<file path="src/rtl/ctx_stack_seq.sv">
module ctx_stack_seq #(
  parameter int              SP_W       = 16,
  parameter logic [SP_W-1:0] SP_RESET   = SP_W'(7),
  parameter logic [7:0]      FIXED_PAGE = 8'hFF
) (
  input  logic            clk,
  input  logic            rst_n,
  input  logic            irq_take,
  input  logic            reti_req,
  input  logic            mode_sel,
  input  logic [23:0]     pc_in,
  input  logic [7:0]      status_in,
  input  logic            sp_load,
  input  logic [SP_W-1:0] sp_load_val,
  output logic            mem_we,
  output logic            mem_re,
  output logic [SP_W-1:0] mem_addr,
  output logic [7:0]      mem_wdata,
  input  logic [7:0]      mem_rdata,
  output logic [SP_W-1:0] sp_out,
  output logic            busy,
  output logic            done,
  output logic [23:0]     ret_pc,
  output logic [7:0]      ret_status
);

  typedef enum logic [1:0] {S_IDLE, S_PUSH, S_POP} state_t;

  state_t          state;
  logic            mode_q;
  logic [SP_W-1:0] sp;
  logic [2:0]      cnt;
  logic [23:0]     pc_q;
  logic [7:0]      st_q;
  logic            rv;
  logic [1:0]      ridx;
  logic [7:0]      b_hi, b_lo, b_up, b_st;
  logic            done_q;

  logic [1:0] last_idx;
  logic       issue;

  assign last_idx = mode_q ? 2'd3 : 2'd1;
  assign issue    = (state == S_POP) && (cnt <= {1'b0, last_idx});

  assign mem_we   = (state == S_PUSH);
  assign mem_re   = issue;
  assign mem_addr = mem_we ? sp + SP_W'(1) : sp;
  assign sp_out   = sp;
  assign busy     = (state != S_IDLE);
  assign done     = done_q;
  assign ret_pc     = {mode_q ? b_up : FIXED_PAGE, b_hi, b_lo};
  assign ret_status = b_st;

  always_comb begin
    mem_wdata = 8'h00;
    if (mode_q) begin
      case (cnt[1:0])
        2'd0:    mem_wdata = st_q;
        2'd1:    mem_wdata = pc_q[23:16];
        2'd2:    mem_wdata = pc_q[7:0];
        default: mem_wdata = pc_q[15:8];
      endcase
    end else begin
      mem_wdata = cnt[0] ? pc_q[15:8] : pc_q[7:0];
    end
  end

  always_ff @(posedge clk) begin
    if (!rst_n) begin
      state  <= S_IDLE;
      mode_q <= 1'b0;
      sp     <= SP_RESET;
      cnt    <= '0;
      pc_q   <= '0;
      st_q   <= '0;
      rv     <= 1'b0;
      ridx   <= '0;
      b_hi   <= '0;
      b_lo   <= '0;
      b_up   <= '0;
      b_st   <= '0;
      done_q <= 1'b0;
    end else begin
      done_q <= 1'b0;
      rv     <= 1'b0;
      case (state)
        S_IDLE: begin
          cnt <= '0;
          if (irq_take) begin
            state  <= S_PUSH;
            mode_q <= mode_sel;
            pc_q   <= pc_in;
            st_q   <= status_in;
          end else if (reti_req) begin
            state  <= S_POP;
            mode_q <= mode_sel;
            b_st   <= status_in;
          end else if (sp_load) begin
            sp <= sp_load_val;
          end
        end
        S_PUSH: begin
          sp  <= sp + SP_W'(1);
          cnt <= cnt + 3'd1;
          if (cnt[1:0] == last_idx) begin
            state  <= S_IDLE;
            done_q <= 1'b1;
          end
        end
        S_POP: begin
          if (issue) begin
            sp   <= sp - SP_W'(1);
            cnt  <= cnt + 3'd1;
            rv   <= 1'b1;
            ridx <= cnt[1:0];
          end
          if (rv) begin
            case (ridx)
              2'd0:    b_hi <= mem_rdata;
              2'd1:    b_lo <= mem_rdata;
              2'd2:    b_up <= mem_rdata;
              default: b_st <= mem_rdata;
            endcase
            if (ridx == last_idx) begin
              state  <= S_IDLE;
              done_q <= 1'b1;
            end
          end
        end
        default: state <= S_IDLE;
      endcase
    end
  end

  AST_ONE_ACCESS: assert property (@(posedge clk) disable iff (!rst_n)
    !(mem_we && mem_re));
  AST_WRITE_BUMPS_SP: assert property (@(posedge clk) disable iff (!rst_n)
    mem_we |=> (sp_out == $past(sp_out) + SP_W'(1)));
  AST_READ_DROPS_SP: assert property (@(posedge clk) disable iff (!rst_n)
    mem_re |=> (sp_out == $past(sp_out) - SP_W'(1)));
  AST_DONE_PULSE: assert property (@(posedge clk) disable iff (!rst_n)
    done |=> !done);
  AST_DONE_AFTER_BUSY: assert property (@(posedge clk) disable iff (!rst_n)
    done |-> !busy && $past(busy));
  AST_QUIET_WHEN_IDLE: assert property (@(posedge clk) disable iff (!rst_n)
    !busy |-> !mem_we && !mem_re);
  AST_SP_HELD_BUSY: assert property (@(posedge clk) disable iff (!rst_n)
    busy && !mem_we && !mem_re |=> $stable(sp_out));

endmodule

</file>
<file path="config.mk">
export PLATFORM = sky130hd
export DESIGN_NAME = ctx_stack_seq
export DESIGN_NICKNAME = d
export VERILOG_FILES = /design/src/rtl/ctx_stack_seq.sv
export SDC_FILE = /design/constraint.sdc
export NUM_CORES = 1
export LEC_CHECK = 0
export ABC_AREA = 1
export BUFFER_PORTS_ARGS = -buffer_cell sky130_fd_sc_hd__buf_4
export CAP_MARGIN = 20
export CORE_MARGIN = 4
export CORE_UTILIZATION = 28
export CTS_BUF_LIST = sky130_fd_sc_hd__clkbuf_8
export DETAILED_ROUTE_END_ITERATION = 8
export GPL_TIMING_DRIVEN = 0
export PLACE_DENSITY = 0.47
export SETUP_SLACK_MARGIN = 0.3
export SLEW_MARGIN = 20
export SYNTH_ARGS = -nofsm -noshare
export SYNTH_HDL_FRONTEND = slang
export SYNTH_SLANG_ARGS = --single-unit
</file>
<file path="constraint.sdc">
create_clock -name clk -period 2.6 [get_ports clk]
set_clock_uncertainty 0.1 [all_clocks]
set_input_delay 0.26 -clock clk [delete_from_list [all_inputs] [get_ports clk]]
set_output_delay 0.26 -clock clk [all_outputs]
set_load 0.01 [all_outputs]
</file>
==> impl_metrics.toml <==
[logic_synthesis]
synth_cells = 779
ys_seq_elements = 90
synth_top_area_cell = "dfxtp_1"
synthDistinctLibCells = 35
syn_avg_cell_area_um2 = 6.47
syn_area_um2 = 5040
synthTopCellsByArea = "dfxtp_1 (36%), nor2_1 (13%), nand2_1 (11%)"
syn_nets = 853
yosysTopAreaCellShare_pct = 35.7
yosys_warnings = 0
ys_seq_area_share_pct = 35.7

[floorplanning]
rows = 48
start_util_pct = 28.8
die_h_um = 142
core_area_um2 = 17500
die_area_um2 = 20200
io_pins = 138
die_w_um = 142

[timing]
fin_tns_setup_ps = 0
fin_crit_sh_pct = 88.2
fmax_ghz = 0.436
relSlewSlack_pct = 51.5
worst_pin_slew_ps = 727
setup_viol = 0
post-route-min-period_ps = 2290
rsz0062_at_grt = "yes"
fin_ws_ps = 307
hold_violations = 0
drv_slew = 0

[pwr]
power_frac_clock_pct = 15.0
powerDensity_nw_per_um2 = 1100
intPower_mw = 4.13
comb_power_share_pct = 59.1
cellLeakagePower_nw = 3.18
seqPwrFrac_pct = 25.9
netSwitchingPower_mw = 3.65
peakVddDrop_mv = 0.372
switching_share_pct = 46.9

[routing]
first_pass_iters = 4
antenna_left = 0
drc = 0
drt_wl_total_um = 19300
via_count = 5614
drtIter0Drc = 289
wl_per_cell_um = 16.6
vias_per_cell = 4.81

[placement]
dpl_worst_slack_ps = -239
port_buffers = 136
gp_congestion = 0.888
place_area_um2 = 6340
post-dp-hpwl_um = 14000

[global_routing]
antenna_found_initial = 0
grt_max_degree = 17
grt_pass1_vias = 5385
grt_first_pass_wirelength_um = 29400
grt_use_total_pct = 18.6
grt_overflow = 0

[clock_network]
clk_pin_slew_ps = 110
clkSinkCount = 90
numCtsBuffers = 9
htree_num_levels = 3
cts_tree = "yes"
cts_root_buf = "clkbuf_8"
clock_latency_ps = 390
cts_max_path_buffers = 2
holdBufCountCts = 0

[job]
cap_viol_max_count = 0

[min_path]
hold_path.class = "in -> reg"

[final_layout]
final_layout_size_suffix_gt1_share_pct = 29.8
area_growth_pct = 39.6
n_fill_cell = 1915
final_common_cell = "nor2_1"
nNetsFinal = 1012
final_cell_mix = "nor2_1 (172), buf_4 (150), nand2_1 (130)"
final_area_um2 = 7040
seq_area_um2 = 1820
multiInputGateArea_um2 = 3050
diodes = 0

[worst_setup_path]
cp_max_fo = 8
cp-start-kind = "register"
worstPathRequired_ps = 2240
worstSetupEndpointType = "output pin"
path_class = "reg -> out"
worst-endpoint-arrival_ps = 1930

[outcome]
run_status = "finished clean"
[final cells by class]
cell class | count | share of cell area (%)
Buffer | 47 | 4.94
Clock buffer | 9 | 1.76
Clock inverter | 6 | 1.42
Inverter | 52 | 2.84
Multi-Input combinational cell | 590 | 43.3
Sequential cell | 90 | 25.9
Tap cell | 225 | 4.00
Timing Repair Buffer | 148 | 15.8
[power by group through the flow]
stage	registers [mW]	logic, mW	clock network, mW
finish	2.02	4.59	1.17
global route	2.06	5.09	1.23
CTS	1.98	4.33	1.18
detailed placement	2.00	4.09	0
global placement	2.01	4.09	0
floorplan	2.00	2.46	0
[repair_timing]
action,in CTS,in global routing
setup endpoints to repair,44,40
pin swaps,4,15
gates resized for setup,65,68
buffers inserted,2,10
[cell usage after synthesis, drive strengths merged]
| master | count |
|---|---|
| nor2 | 181 |
| nand2 | 150 |
| o21ai | 102 |
| dfxtp | 90 |
| inv | 51 |
| nand3 | 48 |
| a21oi | 44 |
| clkbuf | 30 |
| buf | 17 |
| ha | 12 |
| a31oi | 9 |
| a22oi | 8 |
| a31o | 8 |
| or2 | 8 |
| nand4 | 4 |
| o211ai | 4 |
| a211oi | 3 |
| nor3 | 3 |
| xor2 | 2 |
| and2 | 1 |
| clkinv | 1 |
| o2111ai | 1 |
| o22ai | 1 |
| xnor2 | 1 |
[registers in the layout (all words and copies together), names as in the netlist]
register / cells
pc_q: 24
done: 1
ridx: 2
b_up: 8
b_lo: 8
rv: 1
ret_status: 8
st_q: 8
b_hi: 8
cnt: 3
mode_q: 1
state: 2
sp_out: 16
[kinds of logic (layout without fill, tap and decap cells)]
kind of cell / Yosys count / in the layout / synth area share, %
buf+inv: 99 / 262 / 8.17
compound gates: 180 / 180 / 20.2
flops: 90 / 90 / 35.7
xor+xnor: 3 / 3 / 0.521
fa+ha+maj: 12 / 12 / 2.98
simple gates: 395 / 395 / 32.4
[metrics by stage]
stage	utilization [%]	std cells	power, mW	hold slack, ps
after detailed placement	36.3	1140	6.09	373
after floorplan	-	779	4.47	295
after global routing	40.3	1167	8.38	15.5
after global placement	36.3	1140	6.10	365
after CTS	38.7	1157	7.49	2.61
final	40.3	1167	7.78	14.7
[metal layers]
metal / GRT usage (%) / routed length (um)
met1: 25.1 / 9150
met5: 0 / 0
met3: 2.92 / 830
met4: 7.07 / 425
met2: 30.1 / 8910
[critical path: stages, from the launching register on]
cell and delay [ps]:
dfxtp_4 380, buf_8 120, inv_4 50, buf_8 110, ha_4 130, buf_12 130, nand2_4 60, a31o_4 220
a22oi_2 170, buf_4 150
[final timing paths]
check | startpoint | to | slack (ps) | depth (start not counted)
max reg2reg | mode_q | sp_out[6] | 460 | 12
min | pc_in[23] | pc_q[23] | 10 | 3
max | cnt[0] | mem_wdata[6] | 310 | 9
min reg2reg | b_lo[6] | b_lo[6] | 400 | 2
(Power assumes the default switching activity.)
